$ cat config.mk
export PLATFORM = sky130hd
export DESIGN_NAME = updn_dual_strobe_counter
export DESIGN_NICKNAME = d
export VERILOG_FILES = /design/src/rtl/updn_pkg.sv /design/src/rtl/updn_strobe_sync.sv /design/src/rtl/updn_op_sel.sv /design/src/rtl/updn_count_core.sv /design/src/rtl/updn_dual_strobe_counter.sv
export SDC_FILE = /design/constraint.sdc
export NUM_CORES = 1
export LEC_CHECK = 0
export ABC_AREA = 1
export CORE_MARGIN = 2
export CORE_UTILIZATION = 47
export DETAILED_ROUTE_END_ITERATION = 10
export PLACE_DENSITY = 0.76
export SLEW_MARGIN = 30
export SYNTH_ARGS = -nofsm -noshare
export SYNTH_HDL_FRONTEND = slang
export SYNTH_SLANG_ARGS = --single-unit
$ cat constraint.sdc
create_clock -name clk -period 2.4 [get_ports clk]
set_input_delay 0.48 -clock clk [delete_from_list [all_inputs] [get_ports clk]]
set_output_delay 0.48 -clock clk [all_outputs]
set_load 0.05 [all_outputs]
$ cat src/rtl/updn_pkg.sv
package updn_pkg;
  // Operation chosen for the counter register in one system clock.
  typedef enum logic [1:0] {
    OP_HOLD = 2'd0,
    OP_INC  = 2'd1,
    OP_DEC  = 2'd2,
    OP_LOAD = 2'd3
  } cnt_op_e;
endpackage

$ cat src/rtl/updn_strobe_sync.sv
module updn_strobe_sync #(
  parameter int SYNC_STAGES = 2
) (
  input  logic clk,
  input  logic rst_n,
  input  logic strobe_i,
  output logic rise_o
);
  logic [SYNC_STAGES-1:0] sh_q;
  logic [SYNC_STAGES-1:0] sh_d;
  logic                   hist_q;

  assign sh_d[0] = strobe_i;
  for (genvar i = 1; i < SYNC_STAGES; i++) begin : g_chain
    assign sh_d[i] = sh_q[i-1];
  end

  always_ff @(posedge clk or negedge rst_n) begin
    if (!rst_n) begin
      sh_q   <= '0;
      hist_q <= 1'b0;
    end else begin
      sh_q   <= sh_d;
      hist_q <= sh_q[SYNC_STAGES-1];
    end
  end

  assign rise_o = sh_q[SYNC_STAGES-1] & ~hist_q;
endmodule

$ cat src/rtl/updn_op_sel.sv
module updn_op_sel
  import updn_pkg::*;
(
  input  logic    load_i,
  input  logic    en_i,
  input  logic    inc_ev_i,
  input  logic    dec_ev_i,
  output cnt_op_e op_o
);
  always_comb begin
    op_o = OP_HOLD;
    if (load_i) begin
      op_o = OP_LOAD;
    end else if (en_i) begin
      unique case ({inc_ev_i, dec_ev_i})
        2'b10:   op_o = OP_INC;
        2'b01:   op_o = OP_DEC;
        default: op_o = OP_HOLD;
      endcase
    end
  end
endmodule

$ cat src/rtl/updn_count_core.sv
module updn_count_core
  import updn_pkg::*;
#(
  parameter int WIDTH = 16
) (
  input  logic             clk,
  input  logic             rst_n,
  input  cnt_op_e          op_i,
  input  logic [WIDTH-1:0] load_val_i,
  output logic [WIDTH-1:0] count_o,
  output logic             carry_o,
  output logic             borrow_o
);
  localparam logic [WIDTH-1:0] CNT_MAX = {WIDTH{1'b1}};
  localparam logic [WIDTH-1:0] CNT_ONE = {{(WIDTH-1){1'b0}}, 1'b1};

  logic [WIDTH-1:0] cnt_q, cnt_d;
  logic             carry_q, carry_d;
  logic             borrow_q, borrow_d;

  always_comb begin
    cnt_d    = cnt_q;
    carry_d  = 1'b0;
    borrow_d = 1'b0;
    unique case (op_i)
      OP_LOAD: cnt_d = load_val_i;
      OP_INC: begin
        cnt_d   = cnt_q + CNT_ONE;
        carry_d = (cnt_q == CNT_MAX);
      end
      OP_DEC: begin
        cnt_d    = cnt_q - CNT_ONE;
        borrow_d = (cnt_q == '0);
      end
      default: cnt_d = cnt_q;
    endcase
  end

  always_ff @(posedge clk or negedge rst_n) begin
    if (!rst_n) begin
      cnt_q    <= '0;
      carry_q  <= 1'b0;
      borrow_q <= 1'b0;
    end else begin
      cnt_q    <= cnt_d;
      carry_q  <= carry_d;
      borrow_q <= borrow_d;
    end
  end

  assign count_o  = cnt_q;
  assign carry_o  = carry_q;
  assign borrow_o = borrow_q;
endmodule

$ cat src/rtl/updn_dual_strobe_counter.sv
module updn_dual_strobe_counter
  import updn_pkg::*;
#(
  parameter int WIDTH       = 16,
  parameter int SYNC_STAGES = 2
) (
  input  logic             clk,
  input  logic             rst_n,
  input  logic             load_i,
  input  logic [WIDTH-1:0] load_val_i,
  input  logic             en_i,
  input  logic             inc_strobe_i,
  input  logic             dec_strobe_i,
  output logic [WIDTH-1:0] count_o,
  output logic             carry_o,
  output logic             borrow_o
);
  localparam int N_STROBES = 2;

  logic [N_STROBES-1:0] strobe_in;
  logic [N_STROBES-1:0] strobe_ev;
  cnt_op_e              op;

  assign strobe_in = {dec_strobe_i, inc_strobe_i};

  for (genvar g = 0; g < N_STROBES; g++) begin : g_sync
    updn_strobe_sync #(.SYNC_STAGES(SYNC_STAGES)) u_sync (
      .clk      (clk),
      .rst_n    (rst_n),
      .strobe_i (strobe_in[g]),
      .rise_o   (strobe_ev[g])
    );
  end

  updn_op_sel u_sel (
    .load_i   (load_i),
    .en_i     (en_i),
    .inc_ev_i (strobe_ev[0]),
    .dec_ev_i (strobe_ev[1]),
    .op_o     (op)
  );

  updn_count_core #(.WIDTH(WIDTH)) u_core (
    .clk        (clk),
    .rst_n      (rst_n),
    .op_i       (op),
    .load_val_i (load_val_i),
    .count_o    (count_o),
    .carry_o    (carry_o),
    .borrow_o   (borrow_o)
  );
endmodule

======== After elaboration in Yosys (flattened, before gate mapping) ========
Index checks and enable logic that the tools add are counted.
storage, ports and cells
  bits in registers ....................... 24
  input port bits ......................... 22
  output and inout port bits .............. 18
  word-level logic and storage cells ...... 27
operators by class
  add/subtract/negate cells ............... 2
  equality and inequality tests ........... 6
  mux-type cells .......................... 6
  bitwise gates (word level) .............. 4
  reductions and logical operators ........ 2
operators by type and width
  operator                 count
  $pmux W16 S3             1
  $add A16 B1 Y16 const B  1
  $eq A16 B16 Y1 const B   1
  $logic_not A16 Y1        1
  $sub A16 B1 Y16 const B  1
  $eq A2 B2 Y1 const B     3
  $eq A2 B1 Y1 const B     2
  $mux W2                  2
  $pmux W2 S2              1
  $reduce_bool A3 Y1       1
  $and A1 B1 Y1            2
  $mux W1                  2
  $not A1 Y1               2

======== Logic depth before layout (Yosys ltp) ========
Gate-level depths: netlist (run 1).
  word-level depth ........................ 8
  depth in mapped cells ................... 17
  mapped depth without buffers ............ 17

======== Modules after synthesis ========
Synthesis (run 1) repeated with hierarchy kept, for this count alone.
second synthesis, totals
  cells, all modules ...................... 353
  area total of the unflattened synthesis .. 2,157.1 um2
by module, submodules not included
  module            times used  cells each  area an instance (um2)  sequential area each (um2)
  updn_count_core   1           336         1,958.1                 450.4
  updn_strobe_sync  2           5           85.1                    75.1
  updn_op_sel       1           7           28.8                    0.0

======== Worst setup path before layout (run 1) ========
No wires, ideal clock.
  kind .................................... input -> register
  from .................................... in en_i
  to ...................................... reg u_core.cnt_q[8] (netlist: u_core.count_o[8])
  library setup time ...................... 0.118 ns
  arrival time ............................ 2.316 ns
  required time ........................... 2.282 ns
  path slack .............................. -0.034 ns
  stages .................................. 11
  path buffers ............................ 0
  path through ............................ a31oi_1 > ha_1 > ha_1 > or2_1 > and2_4 > nand2_2 > nand2_2 > xnor2_1 > nand2_1 > nand2_1 > nand2_1
on the way
  cells in the longest elaborated chain, start to end .. 4
  elaborated cells between the ends (all ways) .. 7
  classes of those cells .................. eq/ne (3); mux (3); reduce/logical (1)
RTL lines
  what                                                       RTL line                        text
  from (decl)                                                updn_dual_strobe_counter.sv:11  input logic en_i,
  $mux W2 *                                                  updn_op_sel.sv:14               end else if (en_i) begin
  $mux W2 *                                                  updn_op_sel.sv:12               if (load_i) begin
  $eq A2 B2 Y1 / $eq A2 B1 Y1 (equally long branches)        updn_count_core.sv:25           unique case (op_i)
  $pmux W16 S3 / $reduce_bool A3 Y1 (equally long branches)  n/a
  to (signal assigned)                                       updn_count_core.sv:45           cnt_q <= cnt_d;
  to (decl)                                                  updn_count_core.sv:17           logic [WIDTH-1:0] cnt_q, cnt_d;
Every way passes the cells marked *; elsewhere a longest branch is shown, timed or not.
A chain may end at the register's enable or synchronous reset.

======== Final worst setup path (run 1) ========
  from .................................... reg g_sync[0].u_sync.hist_q
  to ...................................... reg u_core.cnt_q[13] (netlist: u_core.count_o[13])
on the way
  cells in the longest elaborated chain, start to end .. 8
  elaborated cells between the ends (all ways) .. 12
  classes of those cells .................. eq/ne (5); mux (4); bitwise (2); reduce/logical (1)
RTL lines
  what                                                       RTL line                text
  from (decl)                                                updn_strobe_sync.sv:11  logic hist_q;
  from (signal assigned)                                     updn_strobe_sync.sv:24  hist_q <= sh_q[SYNC_STAGES-1];
  $not A1 Y1 *                                               updn_strobe_sync.sv:28  assign rise_o = sh_q[SYNC_STAGES-1] & ~hist_q;
  $and A1 B1 Y1 *                                            updn_strobe_sync.sv:28
  $eq A2 B1 Y1 / $eq A2 B2 Y1 (equally long branches)        updn_op_sel.sv:15       unique case ({inc_ev_i, dec_ev_i})
  $pmux W2 S2 *                                              updn_op_sel.sv:15
  $mux W2 *                                                  updn_op_sel.sv:14
  $mux W2 *                                                  updn_op_sel.sv:12
  $eq A2 B2 Y1 / $eq A2 B1 Y1 (equally long branches)        updn_count_core.sv:25
  $pmux W16 S3 / $reduce_bool A3 Y1 (equally long branches)  n/a
Marks and branches as above.

==> results.py, run 1 <==
metrics = {
    "synthesis": {
        "synth_top_area_cell": "dfrtp_1",
        "synth_commonest_cells": "nand2_1 (99), inv_1 (44), nor2_1 (32)",
        "synth_top_area_frac": 0.292,
        "synth_flop_cell": "dfrtp_1",
        "yosys_warnings": 0,
        "synthCells": 311,
        "synthesis.nets": 351,
        "syn_area_sq_um": 2060,
        "synth_edf_count": 0,
        "synth_area_leaders": "dfrtp_1 (29%), nand2_1 (18%), ha_1 (10%), inv_1 (8.0%), nand3_1 (6.1%)",
        "avgSynthCellArea_sq_um": 6.62,
        "ys_ff_latch": 24,
        "ys_seq_area_frac": 0.292,
        "async_flop_share": 1.00,
        "synth.most_common_cell": "nand2_1",
        "synth_cell_type_count": 31,
    },
    "sta": {
        "hold_viol": 0,
        "timing.hold.ws_ns": 0.355,
        "rsz0062_at_grt": "true",
        "clock_skew_ns": 0.0122,
        "fin_crit_sh": 0.992,
        "finalSetupTns_ns": 0,
        "slew_headroom": 0.663,
        "worstMarginPinSlew_ns": 0.504,
        "finalSetupViolCount": 0,
        "period_minus_slack_ns": 2.38,
        "drv_slew": 0,
        "clock.fmax_ghz": 0.420,
    },
    "detailed_routing": {
        "via_per_inst": 5.42,
        "wl_per_cell_microns": 15.4,
        "drc": 0,
        "first_iter_violations": 156,
        "firstDrtPassIters": 4,
        "routed_wl_mm": 6.77,
        "vias": 2381,
        "ant_nets": 0,
    },
    "setup_path": {
        "cp-endpoint": "u_core.count_o[13]",
        "rr_startpoint": "g_sync[0].u_sync.hist_q",
        "cp-start-kind": "register",
        "critPathMaxFanout": 6,
        "arrival_ns": 2.56,
        "rrSetupSlack_ns": 0.02,
        "crit_start": "g_sync[0].u_sync.hist_q",
        "reg2regPathDepth": 15,
        "required_ns": 2.58,
        "r2r-end": "u_core.count_o[13]",
        "critPathKind": "register to register",
        "endpoint_kind": "register",
    },
    "clocking": {
        "clk_latency_ns": 0.29,
        "hold_buffers": 0,
        "cts.root.buffer_cell": "clkbuf_8",
        "cts_buffer_depth": 2,
        "clk_pin_slew_ns": 0.09,
        "clock-sinks": 24,
        "cts-htree-levels": 1,
        "cts_made_buffers": 3,
        "cts_tree": "built",
    },
    "outcome": {
        "status": "finished, final reports clean",
    },
    "placement": {
        "gp_congestion": 0.877,
        "detailed_place_hpwl_mm": 4.42,
        "portBuffers": 39,
        "dpl-instance-area_sq_um": 2720,
    },
    "global_route": {
        "grt_max_degree": 25,
        "antenna_found_initial": 0,
        "first_global_vias": 2321,
        "grt_usage": 0.270,
        "overflow": 0,
        "grt_pass1_wl_mm": 10.5,
    },
    "floorplanning": {
        "initial_core_util": 0.479,
        "core_sq_um": 4290,
        "row_count": 24,
        "io_pins": 40,
        "dieWidth_microns": 70.2,
        "dieArea_sq_um": 4920,
        "die_h_microns": 70.2,
    },
    "cells_and_area": {
        "fin_area_sq_um": 3190,
        "antenna_cells": 0,
        "fillerInstances": 301,
        "seq_area_sq_um": 601,
        "area_delta_synth_final_pct": 55.0,
        "nets": 428,
        "multiInputGateArea_sq_um": 1570,
        "drive_above_1_share": 0.300,
    },
    "power": {
        "leakage_nw": 1.55,
        "p_per_area_nw_per_um2": 942,
        "irDropWorstVdd_mv": 0.491,
    },
    "hold_path": {
        "worstHoldPathType": "register to register",
    },
    "flow_run": {
        "drv_cap": 0,
    },
}
[worst max-delay path, stage by stage, from the launching register on]
cell	delay (ns)
dfrtp_1	0.40
nor2_4	0.12
inv_2	0.06
a31oi_4	0.18
inv_2	0.07
ha_4	0.21
buf_6	0.16
ha_4	0.28
nand2_2	0.08
buf_4	0.15
nor3_2	0.18
nand2_2	0.09
nand3_2	0.08
nand3_2	0.10
nand2_1	0.07
nand2_1	0.04
[cell type report]
cell class	instances	area share
clock buffers	3	0.0129
clock inverters	1	0.00942
inverters	48	0.0565
multi-input cells	234	0.491
flip-flops and latches	24	0.188
well taps	52	0.0204
repair buffers	77	0.221
[kinds of logic after synthesis]
logic type,after synthesis,synth area share
xor+xnor,4,0.0170
buf+inv,53,0.102
compound gates,25,0.0650
fa+ha+maj,18,0.113
simple gates,187,0.411
flops,24,0.292
[timing repair]
action | CTS | global route
pin swaps | 6 | 16
setup endpoints to repair | 11 | 12
setup buffers | 5 | 4
endpoints found under the hold margin | 0 | 0
gates cloned | 0 | 0
resized for setup | 30 | 37
[state kept, by name, indices dropped and copies added, names as in the netlist]
name	cells
u_core.count_o	16
g_sync.u_sync.sh_q	4
g_sync.u_sync.hist_q	2
u_core.borrow_o	1
u_core.carry_o	1
[stage by stage]
stage | total power, W | utilization | std cells | setup slack, ns
finish | 0.00300 | 0.743 | 439 | 0.0198
global route | 0.00318 | 0.743 | 439 | -0.115
CTS | 0.00283 | 0.702 | 435 | 0.00476
detailed placement | 0.00229 | 0.633 | 426 | -0.503
global placement | 0.00226 | 0.633 | 426 | -0.441
floorplan | 0.00167 | - | 311 | 0.116
[cells in the final DEF, fill, tap and decap left out, types with 3 or more instances in the layout]
master	synthesis	routed
a21oi_1	15	11
nor3_2	3	3
o21ai_0	3	3
inv_1	44	39
nand3_2	1	6
nand2_2	10	23
inv_2	4	9
buf_4	3	34
a21oi_2	1	4
nand4_1	4	4
xnor2_1	3	3
nand3_1	25	20
nor2_1	32	29
dfrtp_1	24	24
ha_4	0	13
ha_1	17	4
nand2_1	99	84
clkbuf_8	0	3
clkdlybuf4s50_1	0	37
nor4_1	4	4
[power by group]
part	internal (W)	switching (W)	total (W)
sequential	0.000492	0.000186	0.000678
combinational	0.000845	0.00110	0.00194
clock	0.000224	0.000158	0.000382
total	0.00156	0.00144	0.00300
[layer usage]
metal  global-route usage  routed length [microns]  up-vias
li1                     -                        -     1134
met1                0.315                     2620     1124
met2                0.480                     3450       94
met3               0.0361                      371       29
met4                0.135                      316        0
met5                    0                        0        -
[worst min path at each step]
stage / startpoint / end / cells after the start
floorplan: rst_n / g_sync[0].u_sync.hist_q / 0
global placement: g_sync[0].u_sync.sh_q[0] / g_sync[0].u_sync.sh_q[1] / 0
detailed placement: g_sync[1].u_sync.sh_q[0] / g_sync[1].u_sync.sh_q[1] / 0
CTS: g_sync[1].u_sync.sh_q[0] / g_sync[1].u_sync.sh_q[1] / 0
global route: g_sync[0].u_sync.sh_q[0] / g_sync[0].u_sync.sh_q[1] / 0
finish: g_sync[1].u_sync.sh_q[0] / g_sync[1].u_sync.sh_q[1] / 0
Note: power is estimated with default switching activity, not from simulation.
==> inputs of run 2 (changes only) <==
Settings changed: CTS_BUF_LIST set to sky130_fd_sc_hd__clkbuf_16, CTS_CLUSTER_DIAMETER set to 30.
==> run 2 against run 1 <==
Compared with the run above: the flow now finishes with violations (setup timing); register-to-register slack got worse by 0.08 ns; clock skew decreased by 0.0079 ns; non-clock buffer count increased by 7; critical path type unchanged; global-route usage is 0.74 points higher; first-iteration DRC count is 13% higher.
==> results.py, run 2 (synthesized netlist as in run 1, its figures left out) <==
metrics = {
    "outcome": {
        "status": "finished, violations left",
        "violations": "setup timing",
    },
    "detailed_routing": {
        "wl_per_cell_microns": 16.8,
        "first_iter_violations": 176,
        "vias": 2435,
        "firstDrtPassIters": 4,
        "ant_nets": 0,
        "via_per_inst": 5.46,
        "drc": 0,
        "routed_wl_mm": 7.48,
    },
    "sta": {
        "worstMarginPinSlew_ns": 0.504,
        "finalSetupTns_ns": -0.212,
        "clock.fmax_ghz": 0.407,
        "slew_headroom": 0.663,
        "hold_viol": 0,
        "finalSetupViolCount": 8,
        "fin_crit_sh": 1.02,
        "finalWorstSetupSlack_ns": -0.0558,
        "drv_slew": 0,
        "clock_skew_ns": 0.00426,
        "rsz0062_at_grt": "true",
        "period_minus_slack_ns": 2.46,
    },
    "cells_and_area": {
        "nets": 435,
        "stdcell_count": 446,
        "antenna_cells": 0,
        "area_delta_synth_final_pct": 63.6,
        "drive_above_1_share": 0.335,
        "mostFrequentLayoutCells": "nand2_1 (79), buf_4 (40), inv_1 (37), clkdlybuf4s50_1 (37), nor2_1 (29)",
        "largest_register_ffs": 16,
        "final_common_cell": "nand2_1",
    },
    "placement": {
        "portBuffers": 39,
        "place_ws_ns": -0.503,
        "detailed_place_hpwl_mm": 4.42,
        "placed_cells": 426,
        "gp_congestion": 0.877,
    },
    "setup_path": {
        "endpoint_kind": "register",
        "arrival_ns": 2.62,
        "cp-start-kind": "register",
        "required_ns": 2.56,
        "critPathMaxFanout": 7,
        "crit_path_max_incr_delay_ns": 0.40,
        "path_common_cell": "nand2_1",
        "cpMaxStageDelayCell": "dfrtp_1",
        "critPathKind": "register to register",
        "rrSetupSlack_ns": -0.06,
        "path_cells": "nor2_4, inv_2, a31oi_4, inv_2, ha_4, buf_12, ha_4, nand2_1, buf_4, nor2_4, nand2_1, nand4_1, nand3_1, nand2_1, nand2_1",
    },
    "clocking": {
        "cts_made_buffers": 3,
        "clk_pin_slew_ns": 0.07,
        "cts_buffer_depth": 2,
        "clock-sinks": 24,
        "clk_latency_ns": 0.27,
        "cts.root.buffer_cell": "clkbuf_16",
        "hold_buffers": 0,
        "cts_tree": "built",
        "cts-htree-levels": 1,
    },
    "floorplanning": {
        "die_h_microns": 70.2,
        "row_count": 24,
        "dieArea_sq_um": 4920,
        "dieWidth_microns": 70.2,
        "initial_core_util": 0.479,
        "core_sq_um": 4290,
        "io_pins": 40,
    },
    "hold_path": {
        "worstHoldPathType": "register to register",
    },
    "power": {
        "power_w": 0.00330,
        "irDropWorstVdd_mv": 0.579,
        "p_per_area_nw_per_um2": 979,
        "power.share.switching": 0.471,
        "leakage_nw": 1.65,
        "power_frac_comb": 0.641,
        "intPower_w": 0.00174,
        "p_sw_w": 0.00155,
        "seqPwrFrac": 0.207,
        "p_clk_frac": 0.152,
    },
    "global_route": {
        "grt_pass1_wl_mm": 10.8,
        "first_global_vias": 2338,
        "antenna_found_initial": 0,
        "grt_usage": 0.277,
        "grt_max_degree": 25,
        "overflow": 0,
    },
    "flow_run": {
        "drv_cap": 0,
    },
}
-- run 2: cell count changes in the layout (fill, tap and decap cells not counted), moves of 2 or more --
cell       previous run  this run
buf_4                34        40
nand2_4               2         8
nand2_1              84        79
clkbuf_16             0         3
clkbuf_8              3         0
ha_1                  4         2
ha_4                 13        15
inv_1                39        37
inv_2                 9        11
nor3_2                3         1
nor3_4                0         2
-- run 2: cell type report --
cell class / instances / area, sq um
clock buffers: 3 / 75.1
clock inverters: 1 / 30.0
fillers: 272 / 926
inverters: 48 / 180
multi-input cells: 234 / 1660
flip-flops and latches: 24 / 601
well taps: 52 / 65.1
repair buffers: 84 / 762
-- run 2: per-layer routing --
layer	up-vias	track usage	share of wire
met5	-	0	0
met4	0	0.120	0.054
met3	35	0.0317	0.050
met2	103	0.504	0.53
met1	1148	0.326	0.37
li1	1149	-	-
-- run 2: power by group through the flow --
stage	sequential [W]	clock [W]	combinational [W]
final	0.000682	0.000501	0.00211
after global routing	0.000695	0.000517	0.00225
after CTS	0.000670	0.000501	0.00182
after detailed placement	0.000642	0	0.00165
after global placement	0.000640	0	0.00162
after floorplan	0.000901	0	0.000773
-- run 2: worst max-delay path: cells and delay by family, from the launching register on --
family,cells,cell delay [ns]
AND/OR/NAND/NOR,8,0.83
AO/OA/AOI/OAI,1,0.17
flip-flops,1,0.40
buffers and inverters,4,0.42
adder cells (fa/ha/maj),2,0.51
-- run 2: path summary, 6_finish.rpt --
check,start,to,cells past startpoint
min in group asynchronous,rst_n,u_core.count_o[2],2
max in group asynchronous,rst_n,u_core.count_o[14],2
worst max-delay path,g_sync[0].u_sync.hist_q,u_core.count_o[12],15
worst max register to register,g_sync[0].u_sync.hist_q,u_core.count_o[12],15
worst min-delay path,g_sync[1].u_sync.sh_q[0],g_sync[1].u_sync.sh_q[1],0
worst min register to register,g_sync[1].u_sync.sh_q[0],g_sync[1].u_sync.sh_q[1],0
-- run 2: timing repair --
item | CTS | global route
setup buffers | 7 | 9
pin swaps | 14 | 27
resized for setup | 36 | 51
endpoints found under the setup margin | 12 | 13
endpoints found under the hold margin | 0 | 0
-- run 2: through the flow --
step	utilization	hold WS, ns	area, sq um
2_1_floorplan	-	0.184	2060
3_3_place_gp	0.633	0.334	2720
3_5_place_dp	0.633	0.336	2720
4_1_cts	0.722	0.351	3100
5_1_grt	0.784	0.363	3370
6_report	0.784	0.351	3370
